$ cat config.mk
export PLATFORM = sky130hd
export DESIGN_NAME = adc_hist_acc
export DESIGN_NICKNAME = d
export VERILOG_FILES = /design/src/rtl/adc_hist_acc.sv
export SDC_FILE = /design/constraint.sdc
export NUM_CORES = 1
export LEC_CHECK = 0
export CAP_MARGIN = 20
export CORE_MARGIN = 8
export CORE_UTILIZATION = 31
export DETAILED_ROUTE_END_ITERATION = 16
export SYNTH_ARGS = -nofsm -noshare
export SYNTH_HDL_FRONTEND = slang
export SYNTH_SLANG_ARGS = --single-unit
$ cat constraint.sdc
create_clock -name clk -period 3.3 [get_ports clk]
set_input_delay 0.495 -clock clk [delete_from_list [all_inputs] [get_ports clk]]
set_output_delay 0.495 -clock clk [all_outputs]
set_load 0.1 [all_outputs]
$ cat src/rtl/adc_hist_acc.sv
module adc_hist_acc #(
  parameter int ADDR_W    = 15,
  parameter int CNT_W     = 24,
  parameter int LIMIT_MAX = 16384
) (
  input  logic              clk,
  input  logic              rst_n,
  input  logic              smp_valid,
  input  logic [17:0]       smp_data,
  input  logic [1:0]        width_sel,
  input  logic [1:0]        limit_sel,
  output logic              mem_en,
  output logic              mem_we,
  output logic [ADDR_W-1:0] mem_addr,
  output logic [CNT_W-1:0]  mem_wdata,
  input  logic [CNT_W-1:0]  mem_rdata,
  output logic              byte_valid,
  output logic [7:0]        byte_data,
  input  logic              byte_ready,
  output logic              busy,
  output logic              done
);
  localparam int IN_W  = 18;
  localparam int WIN   = 12;
  localparam int NBYTE = CNT_W / 8;
  localparam int BI_W  = (NBYTE > 1) ? $clog2(NBYTE) : 1;

  typedef enum logic [1:0] {S_CLR, S_ACC, S_DUMP, S_END} st_t;

  st_t               st;
  logic [ADDR_W-1:0] ptr, cur;
  logic [3:0]        ph;
  logic [CNT_W-1:0]  shreg;
  logic [BI_W-1:0]   bidx;
  logic              obv, done_r;

  logic [4:0]        msb;
  logic [IN_W-1:0]   aligned, shifted;
  logic [ADDR_W-1:0] bin;
  int                sh;

  always_comb begin
    case (width_sel)
      2'b00:   msb = 5'd17;
      2'b01:   msb = 5'd15;
      2'b10:   msb = 5'd13;
      default: msb = 5'd11;
    endcase
    aligned = '0;
    for (int i = 0; i < IN_W; i++)
      if (i <= int'(msb)) aligned[i] = smp_data[i];
    aligned[msb] = ~smp_data[msb];
    sh = (int'(msb) + 1 > ADDR_W) ? int'(msb) + 1 - ADDR_W : 0;
    shifted = aligned >> sh;
    bin = ADDR_W'(shifted);
  end

  wire [CNT_W-1:0] limit    = CNT_W'(LIMIT_MAX >> limit_sel);
  wire [CNT_W-1:0] incr     = mem_rdata + CNT_W'(1);
  wire             acc_fire = (st == S_ACC) && (ph == 4'd0) && smp_valid;

  always_comb begin
    mem_en    = 1'b0;
    mem_we    = 1'b0;
    mem_addr  = ptr;
    mem_wdata = '0;
    case (st)
      S_CLR: begin
        mem_en = 1'b1;
        mem_we = 1'b1;
      end
      S_ACC: begin
        mem_addr = cur;
        if (ph == 4'd1) mem_en = 1'b1;
        if (ph == 4'd2) begin
          mem_en    = 1'b1;
          mem_we    = 1'b1;
          mem_wdata = incr;
        end
      end
      S_DUMP: if (ph == 4'd0) mem_en = 1'b1;
      default: ;
    endcase
  end

  always_ff @(posedge clk) begin
    if (!rst_n) begin
      st     <= S_CLR;
      ptr    <= '0;
      cur    <= '0;
      ph     <= '0;
      shreg  <= '0;
      bidx   <= '0;
      obv    <= 1'b0;
      done_r <= 1'b0;
    end else begin
      done_r <= 1'b0;
      case (st)
        S_CLR: begin
          ptr <= ptr + 1'b1;
          if (ptr == '1) st <= S_ACC;
        end
        S_ACC: begin
          if (acc_fire) begin
            cur <= bin;
            ph  <= 4'd1;
          end else if (ph != 4'd0) begin
            if (ph == 4'd2 && incr == limit) begin
              st <= S_DUMP;
              ph <= 4'd0;
            end else begin
              ph <= (ph == 4'(WIN - 1)) ? 4'd0 : ph + 4'd1;
            end
          end
        end
        S_DUMP: begin
          case (ph)
            4'd0: ph <= 4'd1;
            4'd1: begin
              shreg <= mem_rdata;
              bidx  <= '0;
              obv   <= 1'b1;
              ph    <= 4'd2;
            end
            default: if (obv && byte_ready) begin
              if (bidx == BI_W'(NBYTE - 1)) begin
                obv <= 1'b0;
                if (ptr == '1) begin
                  st     <= S_END;
                  done_r <= 1'b1;
                end else begin
                  ptr <= ptr + 1'b1;
                  ph  <= 4'd0;
                end
              end else begin
                shreg <= shreg << 8;
                bidx  <= bidx + 1'b1;
              end
            end
          endcase
        end
        default: ;
      endcase
    end
  end

  assign busy       = (st == S_CLR);
  assign byte_valid = obv;
  assign byte_data  = shreg[CNT_W-1 -: 8];
  assign done       = done_r;

  p_clear_ascend_r1: assert property (@(posedge clk) disable iff (!rst_n)
    (busy && mem_addr != '1) |=> (busy && mem_addr == $past(mem_addr) + 1'b1));

  p_rmw_same_addr_r4: assert property (@(posedge clk) disable iff (!rst_n)
    (st == S_ACC && mem_en && !mem_we) |=> (mem_we && $stable(mem_addr)));

  p_no_overflow_r6: assert property (@(posedge clk) disable iff (!rst_n)
    (mem_we && !busy) |-> (mem_wdata <= limit));

  p_byte_hold_r8: assert property (@(posedge clk) disable iff (!rst_n)
    (byte_valid && !byte_ready) |=> (byte_valid && $stable(byte_data)));

  p_done_pulse_r9: assert property (@(posedge clk) disable iff (!rst_n)
    done |=> (!done && !byte_valid));
endmodule

* Yosys cells after proc, flatten, opt, wreduce, memory -nomap -nowiden *
Index checks and enable logic that the tools add are counted.

storage, ports and cells
  register bits = 64
  input bits = 50
  output and inout bits = 52
  word-level logic and storage cells = 154

cells by class
  add/sub/neg operators = 6
  order comparisons = 20
  eq/ne operators = 24
  shift-type cells = 2
  multiplexer cells = 66
  bitwise gates (word level) = 6
  reductions and logical operators = 22

operator list
  kind                   count
  $mux 24                4
  $mux 15                5
  $pmux 24 s2            1
  $le 4x5->1 const A     8
  $gt 32x5->1 const B    1
  $mux 32                1
  $shr 18x32->15         1
  $pmux 15 s2            1
  $mux 4                 7
  $mux 1                 26
  $add 24x1->24 const B  1
  $eq 24x24->1           1
  $shr 15x2->24 const A  1
  $le 3x5->1 const A     4
  $mux 2                 10
  $bwmux 18              1
  $pmux 4 s2             2
  $add 15x1->15 const B  1
  $eq 15x15->1 const B   1
  $pmux 5 s3             1
  $ne 2x2->1 const B     7
  $ne 4x4->1 const B     3
  $le 2x5->1 const A     2
  $le 5x5->1 const A     2
  33 further kinds       54

* Logic depth before layout (Yosys ltp) *
Gate-level depths: netlist (run 1).

  word-level depth = 8
  depth in mapped cells = 11
  gate-level depth less buffers = 10

* Least setup slack after synthesis (run 1) *
No wires, ideal clock.

  path type = flip-flop to output port
  start = register st[1]
  end = output mem_addr[11]
  data arrival time = 3263 ps
  data required time = 2805 ps
  slack = -458 ps
  stages on the path, launching flop included = 6
  path buffers = 2
  cell sequence = dfxtp_1 -> inv_1 -> ha_1 -> buf_1 -> buf_1 -> o21ai_0

between the ends
  longest elaborated chain between the ends = 2

RTL lines
  item                      RTL line  source
  start: declaration        30        st_t st;
  start signal: assignment  88        st <= S_CLR;
  start signal: assignment  101       if (ptr == '1) st <= S_ACC;
  start signal: assignment  109       st <= S_DUMP;
  $eq 2x1->1                67        case (st)
  $mux 15                   67
  end: declaration          14        output logic [ADDR_W-1:0] mem_addr,

Every way passes these cells.

* Worst setup path after layout (run 1) *
  start = input mem_rdata[0]
  end = output mem_wdata[22]

between the ends
  longest elaborated chain between the ends = 3

RTL lines
  item                RTL line  source
  start: declaration  16        input logic [CNT_W-1:0] mem_rdata,
  $add 24x1->24       59        wire [CNT_W-1:0] incr = mem_rdata + CNT_W'(1);
  $mux 24             75        if (ph == 4'd2) begin
  $mux 24             67
  end: declaration    15        output logic [CNT_W-1:0] mem_wdata,

Every way passes these cells.

==> results of run 1 <==
[where the power goes]
| part | leakage [nW] | internal, mW | total (mW) | switching [mW] |
|---|---|---|---|---|
| clock | 0.156 | 0.658 | 0.996 | 0.338 |
| sequential | 0.516 | 0.776 | 0.780 | 0.00375 |
| combinational | 1.83 | 0.181 | 0.402 | 0.221 |
| total | 2.50 | 1.62 | 2.18 | 0.563 |
[how the worst max path moves through the flow]
stage	from	cells past startpoint	slack [ps]	to
floorplan	mem_rdata[4]	8	-40	mem_wdata[20]
global placement	mem_rdata[0]	9	140	ph[1]$_SDFFE_PN0P_
detailed placement	mem_rdata[0]	11	100	st[1]$_SDFFE_PN0P_
CTS	mem_rdata[0]	9	210	mem_wdata[22]
global route	mem_rdata[0]	9	50	mem_wdata[22]
finish	mem_rdata[0]	9	190	mem_wdata[22]
[critical path, delay by kind of cell]
family | cells | cell delay, ps
AND/OR/NAND/NOR | 4 | 650
buffers and inverters | 3 | 960
adder cells (fa/ha/maj) | 1 | 330
XOR/XNOR | 1 | 180
[metal layers]
layer / vias up / routed length [microns] / GRT usage (%)
li1: 2597 / - / -
met1: 2451 / 7150 / 18.7
met2: 163 / 7580 / 24.2
met3: 14 / 772 / 3.00
met4: 0 / 121 / 2.83
met5: - / 0 / 0
[placed cells by master (no fill, tap or decap), drive strengths merged, types with 3 or more instances in the layout]
| cell type | instances |
|---|---|
| nand2 | 85 |
| buf | 83 |
| nor2 | 80 |
| dfxtp | 64 |
| clkdlybuf4s50 | 58 |
| o21ai | 37 |
| a21oi | 30 |
| xnor2 | 29 |
| nand3 | 24 |
| nor2b | 21 |
| ha | 21 |
| and2 | 20 |
| inv | 19 |
| mux2 | 18 |
| a311oi | 18 |
| nand4 | 15 |
| nor3 | 13 |
| a22oi | 12 |
| mux4 | 11 |
| xor2 | 10 |
| clkbuf | 10 |
| nand2b | 9 |
| nor4 | 9 |
| mux2i | 8 |
| a31oi | 7 |
| and3 | 6 |
| or3 | 6 |
| or2 | 5 |
| clkinv | 5 |
| and4 | 4 |
| o211ai | 3 |
| a21boi | 3 |
| a32oi | 3 |
| a211oi | 3 |
[flip-flops by register name, indices dropped and copies added (netlist names)]
name / flops
bidx: 2
byte_valid: 1
cur: 15
done: 1
ph: 4
ptr: 15
shreg: 24
st: 2
[layout make-up]
type | instances | share of cell area, %
Timing Repair Buffer | 141 | 21.4
Clock buffer | 10 | 3.21
Sequential cell | 64 | 17.9
Clock inverter | 6 | 1.17
Tap cell | 220 | 3.86
Inverter | 20 | 1.05
Multi-Input combinational cell | 539 | 51.3
[logic make-up after synthesis]
kind of cell    after synthesis  share of synthesized area, %
compound gates              140                          18.7
xor+xnor                     39                          6.48
fa+ha+maj                    21                          4.98
buf+inv                      75                          6.69
flops                        64                          24.3
mux                          37                          10.1
simple gates                302                          28.8
[metrics by stage]
stage | instance area (sq um) | setup TNS (ps) | hold WS (ps)
final | 7140 | 0 | 468
after global routing | 7140 | 0 | 489
after CTS | 7140 | 0 | 466
after detailed placement | 6830 | 0 | 455
after global placement | 6830 | 0 | 442
after floorplan | 5300 | -456 | 431
==> impl_results.md, run 1 <==
- Top FF cell, synth: dfxtp_1
- #FFs+latches synth: 64
- Worst hold path class: reg2reg
- CP Data Arrival Time: 2620 ps
- Reg2Reg Depth: 8
- Seq/Total Area, Yosys: 24.3%
- P_leak: 2.50 nW
- Vias per inst: 5.23
- Slew HR: 34.8%
- Dpl cells: 984
- Number of synthesized flops with an enable pin: 0
- Maximum VDD drop: 0.000273 V
- Top cell type's share of synthesized area: 24.3%
- DRT iter0 DRCs: 242
- Setup violators final: 0
- Critical path class: in2out
- Setup Buffers After CTS: 0
- Synth top area cells: dfxtp_1, nand2_1, nor2_1
- Worst Setup End Kind: primary output
- Crit path cell chain: clkdlybuf4s50_1 -> ha_1 -> nand2_1 -> nor2_1 -> buf_4 -> nand3_1 -> xor2_1 -> nor2_2 -> buf_12
- Worst R2R End: ptr[7]$_SDFFE_PN0P_
- CTS tree: built
- Overflow after GRT: 0
- Hold Buf Count CTS: 0
- # DRC: 0
- Skew-Pair Late Insertion Delay: 320 ps
- Synth Instances: 678
- Die Ht: 146 microns
- # resized after CTS: 0
- Number of antenna violations at the first check in global routing: 0
- Tightest Pin Transition: 974 ps
- Synth cell count leaders: nand2_1, nor2_1, dfxtp_1, o21ai_0
- Crit-path max FO: 6
- Core region area: 16,600 sq um
- GRT Resource Usage Total: 14.4%
- Final Critical Period: 3110 ps
- Max Transition Viols Final: 0
- Row count: 47
- Layout Cells excl Fill: 1,000
- Total power: 2.18 mW
- Final Wtd Congestion: 0.927
- Antenna cells: 0
- Port-buffer cells: 101
- HP Start: cur[0]$_SDFFE_PN0P_
- Crit-path max cell delay: 600 ps
- Fin util: 43.0%
- Post-route clock period utilization: 94.4%
- Hold Path Cell Cnt: 2
- Filler cell count: 1,688
- Max capacitance violation total: 0
- Clock sink count: 64
- Final hold vios: 0
- Count of unique library cells instantiated by Yosys: 67
- Clock tree buffer depth: 2
- Sequential cell area: 1280 sq um
- WP data required: 2800 ps
- Share of cells above drive strength 1: 20.0%
- Setup slack, reg-to-reg: 800 ps
- Die area: 21,400 sq um
- Routed Antenna Nets: 0
- Die Wd: 146 microns
- Hold worst-path end: cur[0]$_SDFFE_PN0P_
- Unrepaired setup endpoints after global routing: false
- R2r startpoint: ptr[3]$_SDFFE_PN0P_
- Clock Tree Root: clkbuf_16
- Synth area leader: dfxtp_1
- Syn nets: 749
- Top-count cell post-synth: nand2_1
- Synthesis-to-layout area growth: 35.4%
- Syn Area/Cell: 7.78 sq um
- Worst slack, placed: 100 ps
- Total wire length: 15.6 mm
- Post-synth design cell area: 5270 sq um
- Drt first pass iters: 5
- Routed via count: 5,225
- Io pins: 102
- Starting Density: 31.8%
- First-pass GRT wire length: 26.0 mm
- Num CTS Buffers: 9
- YS warnings: 0
- Pin count of the biggest net entering global routing: 33
- F_max: 0.321 GHz
- Run status: finished clean
- Final Skew: 9.41 ps
- CTS clk-pin slew, worst paths: 50 ps
- Wire per inst: 15.6 microns
- Vias in the first global route: 4,932
- Highest-delay cell along the critical path: clkdlybuf4s50_1
- Post-synth ARST share: 0%
- Worst Setup Start Kind: input port
- H-tree depth: 3
- Hpwl dp: 12.6 mm
- Power density cells: 305 nW/um^2
- Fin nets: 846
- Area taken by multi-input logic gates: 3660 sq um
- Final WS setup: 185 ps
Power figures use the tool's default switching activity.
==> inputs of run 2 (changes only) <==
==> constraint.sdc (replaced) <==
create_clock -name clk -period 3.9 [get_ports clk]
set_input_delay 0.585 -clock clk [delete_from_list [all_inputs] [get_ports clk]]
set_output_delay 0.585 -clock clk [all_outputs]
set_load 0.1 [all_outputs]
==> run 2 against run 1 <==
  * Total power down 19%
  * Critical endpoint is now mem_wdata[13]
  * Clock skew down 3.3 ps
  * Final area down 2.9%
==> impl_results.md, run 2 (synthesis results as in run 1) <==
- Run status: finished clean
- Total wire length: 15.2 mm (-3.0%)
- Routed via count: 5,081 (-2.8%)
- CP delay by family, top: simple AND/OR/NAND/NOR gates
- P_leak: 2.37 nW (-5.2%)
- Largest register FFs: 24 (unchanged)
- # DRC: 0 (unchanged)
- Routed Antenna Nets: 0 (unchanged)
- Setup TNS: 0 ps (unchanged)
- Port-buffer cells: 101 (unchanged)
- Layout Cells excl Fill: 978 (-2.2%)
- Io pins: 102 (unchanged)
- HP Start: cur[14]$_SDFFE_PN0P_
- Biggest register: shreg
- Crit-path max cell delay: 630 ps (+30 ps)
- Fin nets: 824 (-2.6%)
- CTS tree: built
- # resized after CTS: 0 (unchanged)
- Crit-path max FO: 11 (+5)
- Row count: 47 (unchanged)
- Drt first pass iters: 5 (unchanged)
- Clock Tree Root: clkbuf_16
- Power density cells: 255 nW/um^2 (-16%)
- Worst Setup End Kind: primary output
- Share of cells above drive strength 1: 16.2% (-3.8 points)
- Vias in the first global route: 4,905 (-0.55%)
- Final hold vios: 0 (unchanged)
- Critical path class: in2out
- Largest registers: shreg: 24 flops, cur: 15 flops, ptr: 15 flops
- Number of antenna violations at the first check in global routing: 0 (unchanged)
- Max Transition Viols Final: 0 (unchanged)
- Maximum VDD drop: 0.000197 V (-28%)
- Vias per inst: 5.20 (-0.57%)
- Hpwl dp: 11.9 mm (-5.1%)
- CP Data Arrival Time: 2950 ps (+330 ps)
- First-pass GRT wire length: 25.6 mm (-1.5%)
- Final Wtd Congestion: 0.862 (-7.0%)
- Worst setup path endpoint: mem_wdata[13]
- Final Skew: 6.09 ps (-3.32 ps)
- Wire per inst: 15.5 microns (-0.77%)
- Most frequent cells in the layout: nand2_1, nor2_1, dfxtp_1
- Hold Buf Count CTS: 0 (unchanged)
- Overflow after GRT: 0 (unchanged)
- Post-route clock period utilization: 90.5%
- Core region area: 16,600 sq um (unchanged)
- Setup Buffers After CTS: 0 (unchanged)
- H-tree depth: 3 (unchanged)
- Pin count of the biggest net entering global routing: 46 (+39%)
- Antenna cells: 0 (unchanged)
- F_max: 0.283 GHz
- Unrepaired setup endpoints after global routing: false
- Tightest Pin Transition: 991 ps (+16.1 ps)
- Max capacitance violation total: 0 (unchanged)
- Starting Density: 31.8% (unchanged)
- Most common library cell in the layout ignoring fill and taps: nand2_1
- Slew HR: 33.8% (-1.1 points)
- Post-route cell area: 6930 sq um (-2.9%)
- WP depth: 6 (-3)
- R2r startpoint: ptr[3]$_SDFFE_PN0P_
- CP Buf/Inv Count: 2 (-1)
- Hold Path Cell Cnt: 2 (unchanged)
- WP data required: 3310 ps (+510 ps)
- Highest-delay cell along the critical path: clkdlybuf4s50_1
- Fin util: 41.8% (-1.3 points)
- Worst setup startpoint: mem_rdata[2]
- DRT iter0 DRCs: 312 (+29%)
- Skew-Pair Late Insertion Delay: 320 ps (about the same)
- Clock sink count: 64 (unchanged)
- Final Critical Period: 3530 ps
- Worst hold path class: reg2reg
- GRT Resource Usage Total: 14.1% (-0.31 points)
- Worst R2R End: ptr[7]$_SDFFE_PN0P_
- Die Ht: 146 microns (unchanged)
- Area after DPL: 6640 sq um (-2.7%)
- Synthesis-to-layout area growth: 31.4%
- Num CTS Buffers: 9 (unchanged)
- Setup slack, reg-to-reg: 1380 ps (+580 ps)
- Clock tree buffer depth: 2 (unchanged)
- Worst Setup Start Kind: input port
- Die Wd: 146 microns (unchanged)
- Dpl cells: 962 (-2.2%)
- Die area: 21,400 sq um (unchanged)
- CTS clk-pin slew, worst paths: 60 ps (about the same)
- Reg2Reg Depth: 8 (unchanged)
- Crit path cell chain: clkdlybuf4s50_1 -> nand3_1 -> or3_4 -> or3_1 -> a21oi_1 -> buf_12
- Setup violators final: 0 (unchanged)
run 2: worst min-delay path, cell delays in order, from the launching register on:
cell and delay (ps):
dfxtp_1 310, nand2_1 50, a21oi_1 50
run 2: how the worst min path moves through the flow:
stage,end
global route,cur[0]$_SDFFE_PN0P_
detailed placement,cur[14]$_SDFFE_PN0P_
CTS,cur[14]$_SDFFE_PN0P_
floorplan,cur[0]$_SDFFE_PN0P_
global placement,cur[14]$_SDFFE_PN0P_
finish,cur[14]$_SDFFE_PN0P_
run 2: routing by layer:
metal | GRT usage [%] | vias to the layer above | part of all wire, %
li1 | - | 2578 | -
met1 | 17.9 | 2365 | 46
met2 | 24.0 | 126 | 48
met3 | 3.00 | 12 | 4.5
met4 | 3.09 | 0 | 1.0
met5 | 0 | - | 0
run 2: metrics by stage:
| step | setup slack [ps] | hold slack (ps) | power, mW |
|---|---|---|---|
| CTS | 371 | 455 | 1.78 |
| finish | 370 | 454 | 1.77 |
| floorplan | 52.1 | 431 | 0.875 |
| global route | 199 | 478 | 1.84 |
| global placement | 434 | 443 | 0.993 |
| detailed placement | 272 | 447 | 0.992 |
run 2: area by class of cell:
| cell class | count | area [sq um] |
|---|---|---|
| Clock buffer | 11 | 233 |
| Clock inverter | 5 | 57.6 |
| Fill cell | 1703 | 9650 |
| Inverter | 20 | 75.1 |
| Multi-Input combinational cell | 539 | 3640 |
| Sequential cell | 64 | 1280 |
| Tap cell | 220 | 275 |
| Timing Repair Buffer | 119 | 1370 |
run 2: power breakdown:
group	leakage, nW	internal (mW)	switching, mW	total (mW)
Clock	0.132	0.494	0.293	0.786
Combinational	1.72	0.141	0.180	0.321
Sequential	0.516	0.657	0.00324	0.660
